===== src/rtl/occ_unit.sv =====
module occ_unit #(
  parameter int NUM_CH = 5,
  parameter int AW     = 4
) (
  input  logic          clk,
  input  logic          rst_n,
  input  logic          wr_en,
  input  logic [AW-1:0] wr_addr,
  input  logic [7:0]    wr_data,
  input  logic [15:0]   count,
  input  logic          count_adv,
  output logic [7:0]    flags,
  output logic          irq
);

  localparam int LSB = 8 - NUM_CH;
  localparam logic [AW-1:0] EN_ADDR   = AW'(2 * NUM_CH);
  localparam logic [AW-1:0] FLAG_ADDR = AW'(2 * NUM_CH + 1);
  localparam logic [7:0] CH_MASK = 8'(((1 << NUM_CH) - 1) << LSB);

  logic [7:0] en_q;
  logic [7:0] flag_q;
  logic [7:0] hit;

  for (genvar g = 0; g < 8; g++) begin : g_bit
    if (g >= LSB) begin : g_ch
      localparam logic [AW-1:0] HI_ADDR = AW'(2 * (7 - g));
      localparam logic [AW-1:0] LO_ADDR = AW'(2 * (7 - g) + 1);
      logic [15:0] cmp_q;
      always_ff @(posedge clk) begin
        if (!rst_n) cmp_q <= 16'hFFFF;
        else if (wr_en && wr_addr == HI_ADDR) cmp_q[15:8] <= wr_data;
        else if (wr_en && wr_addr == LO_ADDR) cmp_q[7:0]  <= wr_data;
      end
      assign hit[g] = en_q[g] && (cmp_q == count);
    end else begin : g_none
      assign hit[g] = 1'b0;
    end
  end

  wire en_wr   = wr_en && wr_addr == EN_ADDR;
  wire flag_wr = wr_en && wr_addr == FLAG_ADDR;
  wire [7:0] clr = flag_wr ? (wr_data & CH_MASK) : 8'h00;
  wire [7:0] set = count_adv ? hit : 8'h00;

  always_ff @(posedge clk) begin
    if (!rst_n) begin
      en_q   <= 8'h00;
      flag_q <= 8'h00;
    end else begin
      if (en_wr) en_q <= wr_data & CH_MASK;
      flag_q <= (flag_q & ~clr) | set;
    end
  end

  assign flags = flag_q;
  assign irq   = |(flag_q & en_q);

endmodule


===== config.mk =====
export PLATFORM = sky130hd
export DESIGN_NAME = occ_unit
export DESIGN_NICKNAME = d
export VERILOG_FILES = /design/src/rtl/occ_unit.sv
export SDC_FILE = /design/constraint.sdc
export NUM_CORES = 1
export LEC_CHECK = 0
export CORE_AREA = 5 5 109 111
export DETAILED_ROUTE_END_ITERATION = 10
export DIE_AREA = 0 0 114 116
export PLACE_DENSITY = 0.7
export SYNTH_ARGS = -nofsm -noshare
export SYNTH_HDL_FRONTEND = slang
export SYNTH_SLANG_ARGS = --single-unit

===== constraint.sdc =====
create_clock -name clk -period 3 [get_ports clk]
set_input_delay 0.6 -clock clk [delete_from_list [all_inputs] [get_ports clk]]
set_output_delay 0.6 -clock clk [all_outputs]
set_load 0.05 [all_outputs]

### Word-level counts from Yosys, hierarchy flattened

Cells that the tools add are included.

* register bits after elaboration: 93
* input port bits: 32
* word-level logic and storage cells: 63

* equality and inequality tests: 16
* mux-type cells: 2
* bitwise gates (word level): 9
* reductions and logical operators: 24

Operators with widths (count)
* $eq 16x16->1: 5
* $logic_and 1x1->1: 17
* $and 8x8->8: 2
* $eq 4x3->1 const B: 4
* $eq 4x4->1 const B: 4
* $mux 8: 2
* $reduce_and 2->1: 5
* $eq 4x2->1 const B: 2
* $not 8->8: 1
* $or 8x8->8: 1
* $reduce_or 8->1: 1
* $not 1->1: 5
* $eq 4x1->1 const B: 1
* $logic_not 4->1: 1

### Logic depth before layout (Yosys ltp)

Gate-level depths: netlist (run 1).

* word-level depth: 6
* depth in mapped cells: 5

### Least setup slack after synthesis (run 1)

OpenSTA, ideal clock, no wires.

* path type: register to output
* start: register flag_q[3], in the netlist flags[3]
* end: output port irq
* data arrival time: 1.204 ns
* setup slack: 1.196 ns
* cell stages (with the launch flop): 3
* cell sequence: dfxtp_1 > a222oi_1 > nand2_1

* word-level cells in the longest chain between the ends: 2

Ends and longest elaborated chain
* start: declaration: line 22 `logic [7:0] flag_q;`
* start signal: assignment: line 52 `flag_q <= (flag_q & ~clr) | set;`
* $and 8x8->8: line 57 `assign irq = |(flag_q & en_q);`
* $reduce_or 8->1: line 57
* end: declaration: line 13 `output logic irq`

No other way between the ends.

### Final worst setup path (run 1)

Ends and elaborated chain as after synthesis.

==> results_dict.tcl, run 1 <==
set metrics [dict create \
    swShare 0.260 \
    status "completed" \
    maxCapViolCount 0 \
    combinationalPowerShare 0.121 \
    slew_viol_final 0 \
    clock-sinks 90 \
    synth_warnings 0 \
    synthesis.area_um2 4210 \
    p_leak_nw 1.93 \
    diodes 0 \
    ys_top_cells_by_area "dfxtp_1, nand2_1, xnor2_1" \
    drc_errors 0 \
    drt_iter0_drc 390 \
    synth_top_cell_area_share 0.428 \
    grt_pass1_vias 3656 \
    p_int_mw 1.73 \
    slowest_delay_ns 0.71 \
    yosysSeqAreaShare 0.428 \
    syn-instance-count 540 \
    cp_max_fo 3 \
    design.die.area_um2 13200 \
    synth.avg_cell_area_um2 7.79 \
    cts_tree "done" \
    finalSetupViolCount 0 \
    multi_input_area_um2 2240 \
    ioPinCount 41 \
    tns_ns 0 \
    total_power_mw 2.34 \
    pwr-share-clk 0.351 \
    core-area_um2 10700 \
    fin_util 0.449 \
    final-seq-area_um2 1800 \
    clock_skew_ns 0.0120 \
    gp_congestion 0.920 \
    finalCritPeriodShare 0.824 \
    grt_pass1_wl_mm 19.9 \
    use_met2 0.327 \
    clk_pin_slew_ns 0.09 \
    row_count 38 \
    overflow 0 \
    start_util 0.393 \
    area_growth_pct 14.1 \
    drt-wirelength-per-cell_um 18.3 \
    post-synth-top-count-cell "nand2_1" \
    root_buffer "clkbuf_8" \
    avgViaCountPerCell 5.36 \
    post-place-cells 680 \
    grt_antenna_before_repair 0 \
    hpwlAfterDp_mm 8.74 \
    cp-end-kind "output pin" \
    antenna_left 0 \
    synth_edf_count 0 \
    critPathBufInv 1 \
    cp_slowest_cell "clkdlybuf4s50_1" \
    num-nets-final 583 \
    drtPass1Iterations 5 \
    critPathKind "flop to output pin" \
    cts_made_buffers 9 \
    powerDensity_nw_per_um2 488 \
    synth_flop_cell "dfxtp_1" \
    min_path_type "flop to flop" \
    post_cts_buffers 0 \
    critPathRequiredTime_ns 2.40 \
    worstPathArrival_ns 1.87 \
    crit_family "buffers and inverters" \
    synth.largest_area_cell "dfxtp_1" \
    tightest_slew_ns 0.894 \
    cts_resized 0 \
    grtUsageMet3 0.0413 \
    track_usage 0.201 \
    rsz0062_at_grt "no" \
    cts_hold_buf 0 \
    synthTopCellsByCount "nand2_1, dfxtp_1, nand3_1" \
    met1_usage 0.252 \
    start_kind "flop" \
    vias 3724 \
    fill_cells 1053 \
    final_hold_viol_count 0 \
    port_buffers 37 \
    ys_ff_latch 90 \
    maxSlewHeadroom 0.404 \
    grt_max_degree 91 \
    crit_path_cell_trace "a222oi_1 > nand2_1 > clkdlybuf4s50_1" \
    instances_no_fill 695 \
    clock_path_buffers 2 \
    grt.busiest_layer "met2" \
    switching_power_mw 0.609 \
    postRouteWirelength_mm 12.7 \
    fmax_mhz 405 \
    drive_gt1_frac 0.0396 \
    synth.distinct_cells 29 \
    vdd_drop_max_mv 0.226 \
    worstSkewPairLatency_ns 0.36 \
    finalCriticalPeriod_ns 2.47 \
    htree_num_levels 3 \
    power_frac_seq 0.527 \
    synthArstFlopShare 0 \
    die_w_um 114 \
    die_y_um 116 \
]
worst paths after layout:
kind	startpoint	end	cells past startpoint	slack [ns]
setup / recovery	flags[3]$_SDFF_PN0_	irq	3	0.53
hold / removal	g_bit[7].g_ch.cmp_q[2]$_SDFFE_PN1P_	g_bit[7].g_ch.cmp_q[2]$_SDFFE_PN1P_	2	0.48
setup reg to reg	g_bit[5].g_ch.cmp_q[6]$_SDFFE_PN1P_	flags[5]$_SDFF_PN0_	4	1.69
hold reg to reg	g_bit[7].g_ch.cmp_q[2]$_SDFFE_PN1P_	g_bit[7].g_ch.cmp_q[2]$_SDFFE_PN1P_	2	0.48
registers in the layout (all words and copies together), names as in the netlist:
register and count:
g_bit.g_ch.cmp_q 80, en_q 5, flags 5
logic make-up (layout without fill, tap and decap cells):
kind of cell,after synthesis,in the layout,synth area share
buf+inv,43,56,0.0419
other cells,1,3,0.000891
simple gates,314,314,0.335
xor+xnor,80,80,0.166
compound gates,7,7,0.0161
mux,5,5,0.0119
flops,90,90,0.428
cell usage in the layout (no fill, tap or decap):
master / n
nand2_1: 171
dfxtp_1: 90
nand3_1: 87
xnor2_1: 65
clkdlybuf4s50_1: 36
xor2_1: 15
nand4_1: 15
clkbuf_8: 10
nor2_1: 9
nor3_1: 7
nor2b_1: 6
mux2i_1: 5
nor4_1: 5
a32o_1: 5
buf_4: 4
nand2b_1: 3
conb_1: 3
clkinvlp_4: 3
nand3b_1: 2
a222oi_1: 1
a22oi_1: 1
or3b_1: 1
nor3_2: 1
nor3b_1: 1
nor2_2: 1
or2_2: 1
or3_1: 1
and3b_1: 1
and2_1: 1
or2_1: 1
bufinv_16: 1
clkbuf_1: 1
buf_2: 1
power by group through the flow:
stage               clock, mW  combinational (mW)  sequential (mW)
floorplan                   0               0.184             1.26
global placement            0               0.276             1.26
detailed placement          0               0.279             1.26
CTS                     0.839               0.281             1.24
global route            0.886               0.304             1.24
finish                  0.823               0.284             1.24
per-layer routing:
layer	vias to the layer above	wire length, um
met5	-	0
met3	41	933
met2	168	5910
met4	0	648
li1	1767	-
met1	1748	5250
worst reg2reg max path: stages, from the launching register on:
cell	delay, ns
dfxtp_1	0.33
xnor2_1	0.28
nand4_1	0.20
nor4_1	0.29
a32o_1	0.16
through the flow:
stage	hold WS [ns]	instance area, um^2	setup WS, ns
3_5_place_dp	0.475	4610	0.558
6_report	0.482	4800	0.528
5_1_grt	0.511	4800	0.454
4_1_cts	0.487	4800	0.531
2_1_floorplan	0.460	4220	1.20
3_3_place_gp	0.470	4610	0.606
layout make-up:
type                    count  area share
flip-flops and latches     90       0.375
well taps                 140      0.0365
clock inverters             4      0.0109
repair buffers             41      0.0823
clock buffers              11      0.0294
multi-input cells         409       0.466
Note: power is estimated with default switching activity, not from simulation.
==> run 2, diff against run 1 <==
==> constraint.sdc (replaced) <==
create_clock -name clk -period 2.28 [get_ports clk]
set_input_delay 0.456 -clock clk [delete_from_list [all_inputs] [get_ports clk]]
set_output_delay 0.456 -clock clk [all_outputs]
set_load 0.05 [all_outputs]
==> run 2 against run 1 <==
Effect of this change:
- global-route usage up 0.27 points
- clock skew is 0.0015 ns lower
- count of clock-buffer cells in the layout grew 1
- largest power group unchanged
- design area is 3.8% higher
- total power grew 36%
- die area unchanged
==> results_dict.tcl, run 2 (same netlist as run 1, synthesis figures left out) <==
set metrics [dict create \
    pre_cts_ws_ns 0.0742 \
    largest_reg_flops 80 \
    drc_errors 0 \
    crit_family "buffers and inverters" \
    instances_no_fill 717 \
    clock_skew_ns 0.0106 \
    cp.depth 1 \
    rr_worst_depth 4 \
    post_cts_buffers 0 \
    tightest_slew_ns 0.715 \
    worstPathArrival_ns 1.59 \
    overflow 0 \
    maxSlewHeadroom 0.522 \
    start_kind "flop" \
    critPathRequiredTime_ns 1.82 \
    finalSetupViolCount 0 \
    worstSkewPairLatency_ns 0.36 \
    maxCapViolCount 0 \
    cts_tree "done" \
    drt_iter0_drc 332 \
    layout_setup_ws_ns 0.238 \
    diodes 0 \
    final_hold_viol_count 0 \
    grt_pass1_wl_mm 20.5 \
    grt_max_degree 91 \
    clock-sinks 90 \
    vias 3871 \
    cp-endpoint "flags[7]" \
    hpwlAfterDp_mm 9.51 \
    crit_path_start "flags[7]$_SDFF_PN0_" \
    die_y_um 116 \
    ioPinCount 41 \
    top_register "g_bit.g_ch.cmp_q" \
    drive_gt1_frac 0.0728 \
    area_growth_pct 18.5 \
    design.die.area_um2 13200 \
    drt-wirelength-per-cell_um 18.5 \
    cp_max_fo 3 \
    die_w_um 114 \
    status "completed" \
    placed_cell_area_um2 4790 \
    cp_slowest_cell "clkdlybuf4s50_1" \
    final-seq-area_um2 1800 \
    tns_ns 0 \
    timing.reg2reg.setup_slack_ns 0.99 \
    grt_antenna_before_repair 0 \
    final_common_cell "nand2_1" \
    gp_congestion 0.916 \
    fill_cells 1040 \
    clock_path_buffers 2 \
    vdd_drop_max_mv 0.370 \
    num-nets-final 605 \
    total_power_mw 3.18 \
    start_util 0.393 \
    drtPass1Iterations 5 \
    holdCritStartpoint "g_bit[7].g_ch.cmp_q[1]$_SDFFE_PN1P_" \
    rsz0062_at_grt "no" \
    clk_pin_slew_ns 0.09 \
    p_leak_nw 2.06 \
    critPathBufInv 1 \
    antenna_left 0 \
    post-place-cells 702 \
    final_cell_mix "nand2_1, dfxtp_1, nand3_1, xnor2_1, clkdlybuf4s50_1" \
    row_count 38 \
    critPathKind "flop to output pin" \
    slowest_delay_ns 0.83 \
    cts_made_buffers 9 \
    finalCriticalPeriod_ns 2.04 \
    finalCritPeriodShare 0.895 \
    root_buffer "clkbuf_8" \
    multi_input_area_um2 2240 \
    crit_path_cell_trace "clkdlybuf4s50_1" \
    timing.rr.end "flags[3]$_SDFF_PN0_" \
    fmax_mhz 490 \
    port_buffers 37 \
    avgViaCountPerCell 5.40 \
    grt_pass1_vias 3735 \
    min_path_type "flop to flop" \
    core-area_um2 10700 \
    htree_num_levels 3 \
    fin_area_um2 4990 \
    r2r-start "g_bit[3].g_ch.cmp_q[6]$_SDFFE_PN1P_" \
    powerDensity_nw_per_um2 638 \
    postRouteWirelength_mm 13.3 \
    cp-end-kind "output pin" \
    track_usage 0.204 \
    slew_viol_final 0 \
]
## run 2: cell count changes in the layout (fill, tap and decap cells not counted), sizes merged
cell / before / now
clkbuf: 11 / 12
bufinv: 1 / 2
clkinvlp: 3 / 0
buf: 5 / 27
clkinv: 0 / 1
dlygate4sd2: 0 / 1
clkdlybuf4s50: 36 / 35
## run 2: repair_timing
action / 4_1_cts / 5_1_grt
endpoints found under the setup margin: 1 / 0
hold buffers: 0 / 0
gates resized for setup: 1 / 0
## run 2: worst min path at each step
stage                                      endpoint  slack [ns]  cells after the start
3_5_place_dp   g_bit[6].g_ch.cmp_q[13]$_SDFFE_PN1N_        0.48                      2
4_1_cts        g_bit[6].g_ch.cmp_q[13]$_SDFFE_PN1N_        0.49                      2
2_1_floorplan   g_bit[7].g_ch.cmp_q[0]$_SDFFE_PN1P_        0.46                      2
6_report        g_bit[7].g_ch.cmp_q[1]$_SDFFE_PN1P_        0.49                      2
3_3_place_gp    g_bit[6].g_ch.cmp_q[9]$_SDFFE_PN1N_        0.47                      2
5_1_grt         g_bit[3].g_ch.cmp_q[7]$_SDFFE_PN1P_        0.50                      2
## run 2: per-layer routing
layer,GRT usage,vias to the layer above,routed length [um]
met5,0,-,0
met4,0.0966,0,532
met1,0.248,1847,5200
met2,0.351,165,6550
met3,0.0355,39,998
li1,-,1820,-
## run 2: layout make-up
cell class              instances  share of cell area
clock buffers                  12              0.0271
clock inverters                 3              0.0130
multi-input cells             409               0.449
flip-flops and latches         90               0.361
well taps                     140              0.0351
repair buffers                 63               0.115
## run 2: metrics by stage
| step | hold slack (ns) | util |
|---|---|---|
| 2_1_floorplan | 0.460 | - |
| 3_3_place_gp | 0.471 | 0.448 |
| 3_5_place_dp | 0.477 | 0.448 |
| 4_1_cts | 0.491 | 0.466 |
| 5_1_grt | 0.501 | 0.466 |
| 6_report | 0.486 | 0.466 |
## run 2: report_power, final
part           total (mW)  internal [mW]  switching, mW
Clock                1.15          0.612          0.540
Combinational       0.402          0.167          0.235
Sequential           1.63           1.60         0.0235
Total                3.18           2.38          0.799
